[src/rtl/pec_pkg.sv]
// Package: shared layout of the status register for the parity capture block.
// Assumes an 8-bit status register with four lane flags in its low nibble.
package pec_pkg;
    localparam int CSR_W      = 8;
    localparam int NUM_FLAGS  = 4;
    localparam int BIT_PEND   = 7;
    localparam int BIT_IEN    = 6;
    localparam int BIT_TEST   = 5;
    localparam int BIT_CHK    = 4;

    // Status register image, most significant bit first.
    typedef struct packed {
        logic                 pend;
        logic                 ien;
        logic                 test;
        logic                 chk;
        logic [NUM_FLAGS-1:0] lanes;
    } csr_t;
endpackage

[src/rtl/pec_par_gen.sv]
// Module: per-lane odd parity generator for the write path.
// Each output bit makes its lane plus parity hold an odd number of ones.
// When invert is high, every lane bit is flipped (deliberate bad parity).
// Assumes DATA_W is a whole multiple of LANE_W.
module pec_par_gen #(
    parameter int DATA_W = 32,
    parameter int LANE_W = 8,
    localparam int LANES = DATA_W / LANE_W
) (
    input  logic [DATA_W-1:0] data,
    input  logic              invert,
    output logic [LANES-1:0]  par
);
    // One odd-parity bit per lane, optionally inverted.
    for (genvar g = 0; g < LANES; g++) begin : g_lane
        always_comb par[g] = ~(^data[g*LANE_W +: LANE_W]) ^ invert;
    end
endmodule

[src/rtl/pec_par_check.sv]
// Module: per-lane odd parity checker for the read path.
// A lane fails when its data bits and its parity bit hold an even number of ones.
// The fail mask is forced to zero when enable is low.
// Assumes DATA_W is a whole multiple of LANE_W.
module pec_par_check #(
    parameter int DATA_W = 32,
    parameter int LANE_W = 8,
    localparam int LANES = DATA_W / LANE_W
) (
    input  logic [DATA_W-1:0] data,
    input  logic [LANES-1:0]  par,
    input  logic              enable,
    output logic [LANES-1:0]  fail
);
    // Even total count in a lane means that lane is in error.
    for (genvar g = 0; g < LANES; g++) begin : g_lane
        always_comb fail[g] = enable & ~(^{data[g*LANE_W +: LANE_W], par[g]});
    end
endmodule

[src/rtl/pec_regs.sv]
// Module: status and error-address registers with a register read mux.
// It captures the first error record and holds it until software writes offset 0.
// A write at offset 0 has priority over an error captured in the same cycle.
// Assumes the fail mask is already gated by the check enable and the read strobe.
module pec_regs #(
    parameter int ADDR_W   = 32,
    parameter int REG_AW   = 3,
    parameter int RDATA_W  = 32,
    parameter int ADDR_OFF = 4
) (
    input  logic                          clk,
    input  logic                          rst_n,
    input  logic [pec_pkg::NUM_FLAGS-1:0] fail,
    input  logic [ADDR_W-1:0]             fail_addr,
    input  logic                          reg_wr_en,
    input  logic [REG_AW-1:0]             reg_addr,
    input  logic [RDATA_W-1:0]            reg_wdata,
    output pec_pkg::csr_t                 csr_q,
    output logic [ADDR_W-1:0]             err_addr_q,
    output logic [RDATA_W-1:0]            reg_rdata
);
    import pec_pkg::*;

    localparam logic [REG_AW-1:0] OFF_CSR  = '0;
    localparam logic [REG_AW-1:0] OFF_ADDR = REG_AW'(ADDR_OFF);

    logic wr_csr;
    logic capture;
    logic unused_wdata;

    // Decode a status-register write.
    always_comb wr_csr = reg_wr_en && (reg_addr == OFF_CSR);

    // Record only the first error, and never in a cycle with a clearing write.
    always_comb capture = (|fail) && !csr_q.pend && !wr_csr;

    // Bits of the write data that the status register does not use.
    always_comb unused_wdata = ^{reg_wdata[RDATA_W-1:BIT_IEN+1], reg_wdata[BIT_CHK-1:0]};

    // Update the control bits, the pending flag and the lane flags.
    always_ff @(posedge clk) begin
        if (!rst_n) begin
            csr_q <= '0;
        end else if (wr_csr) begin
            csr_q.pend  <= 1'b0;
            csr_q.ien   <= reg_wdata[BIT_IEN];
            csr_q.test  <= reg_wdata[BIT_TEST];
            csr_q.chk   <= reg_wdata[BIT_CHK];
            csr_q.lanes <= '0;
        end else if (capture) begin
            csr_q.pend  <= 1'b1;
            csr_q.lanes <= fail;
        end
    end

    // Latch the failing address, or clear it on a status write.
    always_ff @(posedge clk) begin
        if (!rst_n || wr_csr) begin
            err_addr_q <= '0;
        end else if (capture) begin
            err_addr_q <= fail_addr;
        end
    end

    // Combinational register read mux; unmapped offsets read as zero.
    always_comb begin
        reg_rdata = '0;
        if (reg_addr == OFF_CSR) begin
            reg_rdata[CSR_W-1:0] = csr_q;
        end else if (reg_addr == OFF_ADDR) begin
            reg_rdata = RDATA_W'(err_addr_q);
        end
    end
endmodule

[src/rtl/parity_err_capture.sv]
// Module: top of the byte-lane parity error capture block.
// It generates write parity, checks read parity, captures the first error and
// raises irq while an error is pending and interrupts are enabled.
// Assumes a 32-bit data path with four byte lanes, matching the status layout.
module parity_err_capture #(
    parameter int DATA_W = 32,
    parameter int LANE_W = 8,
    parameter int ADDR_W = 32,
    parameter int REG_AW = 3,
    localparam int LANES = DATA_W / LANE_W
) (
    input  logic              clk,
    input  logic              rst_n,
    input  logic              mem_wr_en,
    input  logic [DATA_W-1:0] mem_wr_data,
    output logic [LANES-1:0]  mem_wr_par,
    input  logic              mem_rd_en,
    input  logic [ADDR_W-1:0] mem_rd_addr,
    input  logic [DATA_W-1:0] mem_rd_data,
    input  logic [LANES-1:0]  mem_rd_par,
    input  logic              reg_wr_en,
    input  logic [REG_AW-1:0] reg_addr,
    input  logic [31:0]       reg_wdata,
    output logic [31:0]       reg_rdata,
    output logic              irq
);
    import pec_pkg::*;

    csr_t               csr_q;
    logic [ADDR_W-1:0]  err_addr_q;
    logic [LANES-1:0]   rd_fail;
    logic               chk_active;
    logic               unused_wr_en;

    // The write strobe does not change the parity value itself.
    always_comb unused_wr_en = mem_wr_en;

    // Checking runs only for valid reads with checking enabled.
    always_comb chk_active = mem_rd_en && csr_q.chk;

    pec_par_gen #(.DATA_W(DATA_W), .LANE_W(LANE_W)) u_gen (
        .data   (mem_wr_data),
        .invert (csr_q.test),
        .par    (mem_wr_par)
    );

    pec_par_check #(.DATA_W(DATA_W), .LANE_W(LANE_W)) u_chk (
        .data   (mem_rd_data),
        .par    (mem_rd_par),
        .enable (chk_active),
        .fail   (rd_fail)
    );

    pec_regs #(.ADDR_W(ADDR_W), .REG_AW(REG_AW), .RDATA_W(32), .ADDR_OFF(4)) u_regs (
        .clk        (clk),
        .rst_n      (rst_n),
        .fail       (rd_fail),
        .fail_addr  (mem_rd_addr),
        .reg_wr_en  (reg_wr_en),
        .reg_addr   (reg_addr),
        .reg_wdata  (reg_wdata),
        .csr_q      (csr_q),
        .err_addr_q (err_addr_q),
        .reg_rdata  (reg_rdata)
    );

    // Interrupt request: pending AND enabled.
    always_comb irq = csr_q.pend && csr_q.ien;
endmodule

[config.mk]
export PLATFORM = sky130hd
export DESIGN_NAME = parity_err_capture
export DESIGN_NICKNAME = d
export VERILOG_FILES = /design/src/rtl/pec_pkg.sv /design/src/rtl/pec_par_gen.sv /design/src/rtl/pec_par_check.sv /design/src/rtl/pec_regs.sv /design/src/rtl/parity_err_capture.sv
export SDC_FILE = /design/constraint.sdc
export NUM_CORES = 1
export LEC_CHECK = 0
export CAP_MARGIN = 20
export CELL_PAD_IN_SITES_DETAIL_PLACEMENT = 0
export CELL_PAD_IN_SITES_GLOBAL_PLACEMENT = 1
export CORE_MARGIN = 3
export CORE_UTILIZATION = 24
export CTS_CLUSTER_SIZE = 14
export DETAILED_ROUTE_END_ITERATION = 10
export GPL_ROUTABILITY_DRIVEN = 0
export PLACE_DENSITY_LB_ADDON = 0.1
export SYNTH_ARGS = -nofsm -noshare
export SYNTH_HDL_FRONTEND = slang
export SYNTH_SLANG_ARGS = --single-unit
[constraint.sdc]
create_clock -name clk -period 2.7 [get_ports clk]
set_clock_uncertainty 0.1 [all_clocks]
set_input_delay 0.81 -clock clk [delete_from_list [all_inputs] [get_ports clk]]
set_output_delay 0.81 -clock clk [all_outputs]
set_load 0.01 [all_outputs]
==> flow_summary_export.csv <==
group,metric,value,unit
status,status,"complete, no violations",
layout,fillCellCount,1031,
worst_setup_path,cp-start-kind,"primary input",
global_route,grt_pass1_vias,2464,
die,rows,36,
routing,drt_first_pass_iters,4,
die,die_h,108,um
layout,postLayoutCellArea,0.00453,mm2
cts,cts_buffer_depth,2,
timing,hold_viol,0,
timing,min_period,2.67,ns
synth,synth-edff-count,0,
synth,post-synth-top-area-cell,"dfxtp_1",
synth,syn_area,0.00250,mm2
layout,regArea,801,um2
synth,ys_seq_area_frac,0.320,
worst_setup_path,required,1.79,ns
worst_setup_path,regToRegEndpoint,"u_regs.err_addr_q[30]$_SDFFE_PP0P_",
synth,avgSynthCellArea,8.84,um2
synth,postSynthNetCount,423,
synth,synth_cell_type_count,23,
synth,ys_async_sr_fraction,0,
worst_setup_path,startpoint,"reg_addr[1]",
timing,rsz0062_at_grt,"true",
cts,hold_buffers,0,
timing,slew_violations,0,
routing,routed_wl,7820,um
die,start_util,0.251,
job,drv_cap,0,
timing,slew_headroom,0.766,
worst_setup_path,reg2reg_depth,5,
layout,drive_gt1_frac,0.287,
synth,synth_common_cells,"nand2_1, xnor2_1, mux2i_1",
cts,cts_max_level,2,
worst_hold_path,min_path_type,"flip-flop to flip-flop",
routing,drc,0,
synth,post-synth-top-count-cell,"nand2_1",
die,die_area,0.0117,mm2
cts,cts_root_buffer,"clkbuf_8",
global_route,globalRoute.totalOverflow,0,
timing,tightest_slew,0.351,ns
global_route,grtUsageTotal,0.136,
cts,clk_pin_slew,0.07,ns
place,port_buffers,146,
die,die_x,108,um
synth,ys.warnings.count,0,
worst_setup_path,reg2reg_slack,0.85,ns
layout,multi_input_area,0.00178,mm2
cts,cts.sinks,40,
worst_setup_path,cp-endpoint,"reg_rdata[11]",
die,ios,177,
worst_setup_path,cp_data_arrival_time,1.76,ns
worst_setup_path,r2r_start,"u_regs.csr_q[4]$_SDFFE_PN0P_",
timing,min_period_over_period,0.988,
place,placed_cell_area,0.00421,mm2
layout,syn_to_final_growth,81.1,%
worst_setup_path,worstPathMaxFanout,6,
worst_setup_path,critPathKind,"primary input to output port",
synth,synthCells,283,
power_and_ir_drop,ir_drop,226,uV
routing,ant_nets,0,
timing,setup_violations,0,
synth,ys.flop_type,"dfxtp_1",
synth,yosysTopAreaCellShare,0.320,
timing,max_freq,0.375,GHz
routing,vias,2429,
cts,clk_latency,0.28,ns
timing,fin_setup_tns,0,ns
global_route,antenna_found_initial,0,
layout,fin_nets,586,
power_and_ir_drop,power_density,347,mW/mm2
routing,vias_per_cell,4.20,
worst_setup_path,crit_path_end_kind,"output port",
routing,dr.first_iter.drc_count,44,
place,dp.final_hpwl,5440,um
routing,post_drt_wl_per_cell,13.5,um
synth,synthTopCellsByArea,"dfxtp_1, mux2i_1, xnor2_1, nand2_1, and2_1",
global_route,grt_first_pass_wirelength,12300,um
die,core_area,0.00995,mm2
layout,antenna_cells,0,
cts,cts_tree,"yes",
global_route,grt_max_degree,21,
synth,ys_seq_elements,40,
power_and_ir_drop,p_leak,1.92,nW
cts,cts_buffers,5,
-- timing repair --
action	in CTS	in global routing
setup endpoints to repair	72	52
buffers inserted	11	1
cloned	7	0
pin swaps	78	33
gates resized for setup	264	53
-- layout make-up --
class	count	share of cell area
clock buffers	6	0.0160
clock inverters	1	0.00110
inverters	2	0.00166
multi-input cells	224	0.392
flip-flops and latches	40	0.177
well taps	133	0.0367
repair buffers	173	0.375
-- layout by cell type (no fill, tap or decap), types with 11 or more instances in the layout --
master           count
dlygate4sd2_1       37
dfxtp_1             40
buf_6               31
buf_4               11
clkdlybuf4s50_1     51
xnor2_2             14
clkbuf_2            19
xor2_1              12
nand2_1             68
mux2i_1             42
and2_4              23
xnor2_1             30
-- how the worst min path moves through the flow --
stage	slack, ns	start	depth (start not counted)	to
finish	0.35	u_regs.csr_q[1]$_SDFFE_PP0P_	2	u_regs.csr_q[1]$_SDFFE_PP0P_
detailed placement	0.34	u_regs.csr_q[1]$_SDFFE_PP0P_	2	u_regs.csr_q[1]$_SDFFE_PP0P_
CTS	0.35	u_regs.csr_q[2]$_SDFFE_PP0P_	2	u_regs.csr_q[2]$_SDFFE_PP0P_
global route	0.37	u_regs.csr_q[2]$_SDFFE_PP0P_	2	u_regs.csr_q[2]$_SDFFE_PP0P_
global placement	0.34	u_regs.csr_q[0]$_SDFFE_PP0P_	2	u_regs.csr_q[0]$_SDFFE_PP0P_
floorplan	0.33	u_regs.csr_q[0]$_SDFFE_PP0P_	2	u_regs.csr_q[0]$_SDFFE_PP0P_
-- worst max-delay path: stages --
cell	delay (ns)
buf_6	0.09
or2_4	0.25
nor2_4	0.11
buf_6	0.14
buf_6	0.13
and2_4	0.14
buf_6	0.09
-- flip-flops by register name, summed over array words and instances (netlist names) --
register / cells
u_regs.csr_q: 8
u_regs.err_addr_q: 32
-- per-layer routing --
layer | GRT usage | routed length (um) | vias to the layer above
met1 | 0.157 | 3140 | 1095
met4 | 0.0280 | 93 | 0
li1 | - | - | 1232
met2 | 0.240 | 3780 | 95
met5 | 0 | 0 | -
met3 | 0.0537 | 805 | 7
-- through the flow --
step | setup slack (ns) | total power [W] | util | instances | hold slack [ns]
2_1_floorplan | -0.0312 | 0.000862 | - | 283 | 0.328
3_3_place_gp | -0.803 | 0.00117 | 0.423 | 559 | 0.336
3_5_place_dp | -0.816 | 0.00117 | 0.423 | 559 | 0.340
4_1_cts | -0.153 | 0.00160 | 0.462 | 584 | 0.351
5_1_grt | -0.0249 | 0.00166 | 0.455 | 579 | 0.375
6_report | 0.0331 | 0.00157 | 0.455 | 579 | 0.350
-- where the power goes --
part           switching (W)  internal (W)  total [W]
clock network       0.000207      0.000176   0.000383
registers         0.00000370      0.000595   0.000598
logic               0.000222      0.000367   0.000589
-- kinds of logic after synthesis --
logic type / after synthesis / share of synthesized area
and+or+nand+nor: 114 / 0.210
xor gates and xnor gates: 60 / 0.232
muxes: 43 / 0.172
DFF: 40 / 0.320
buffers and inverters: 19 / 0.0470
AOI/OAI and AO/OA: 7 / 0.0190
Note: power is estimated with default switching activity, not from simulation.
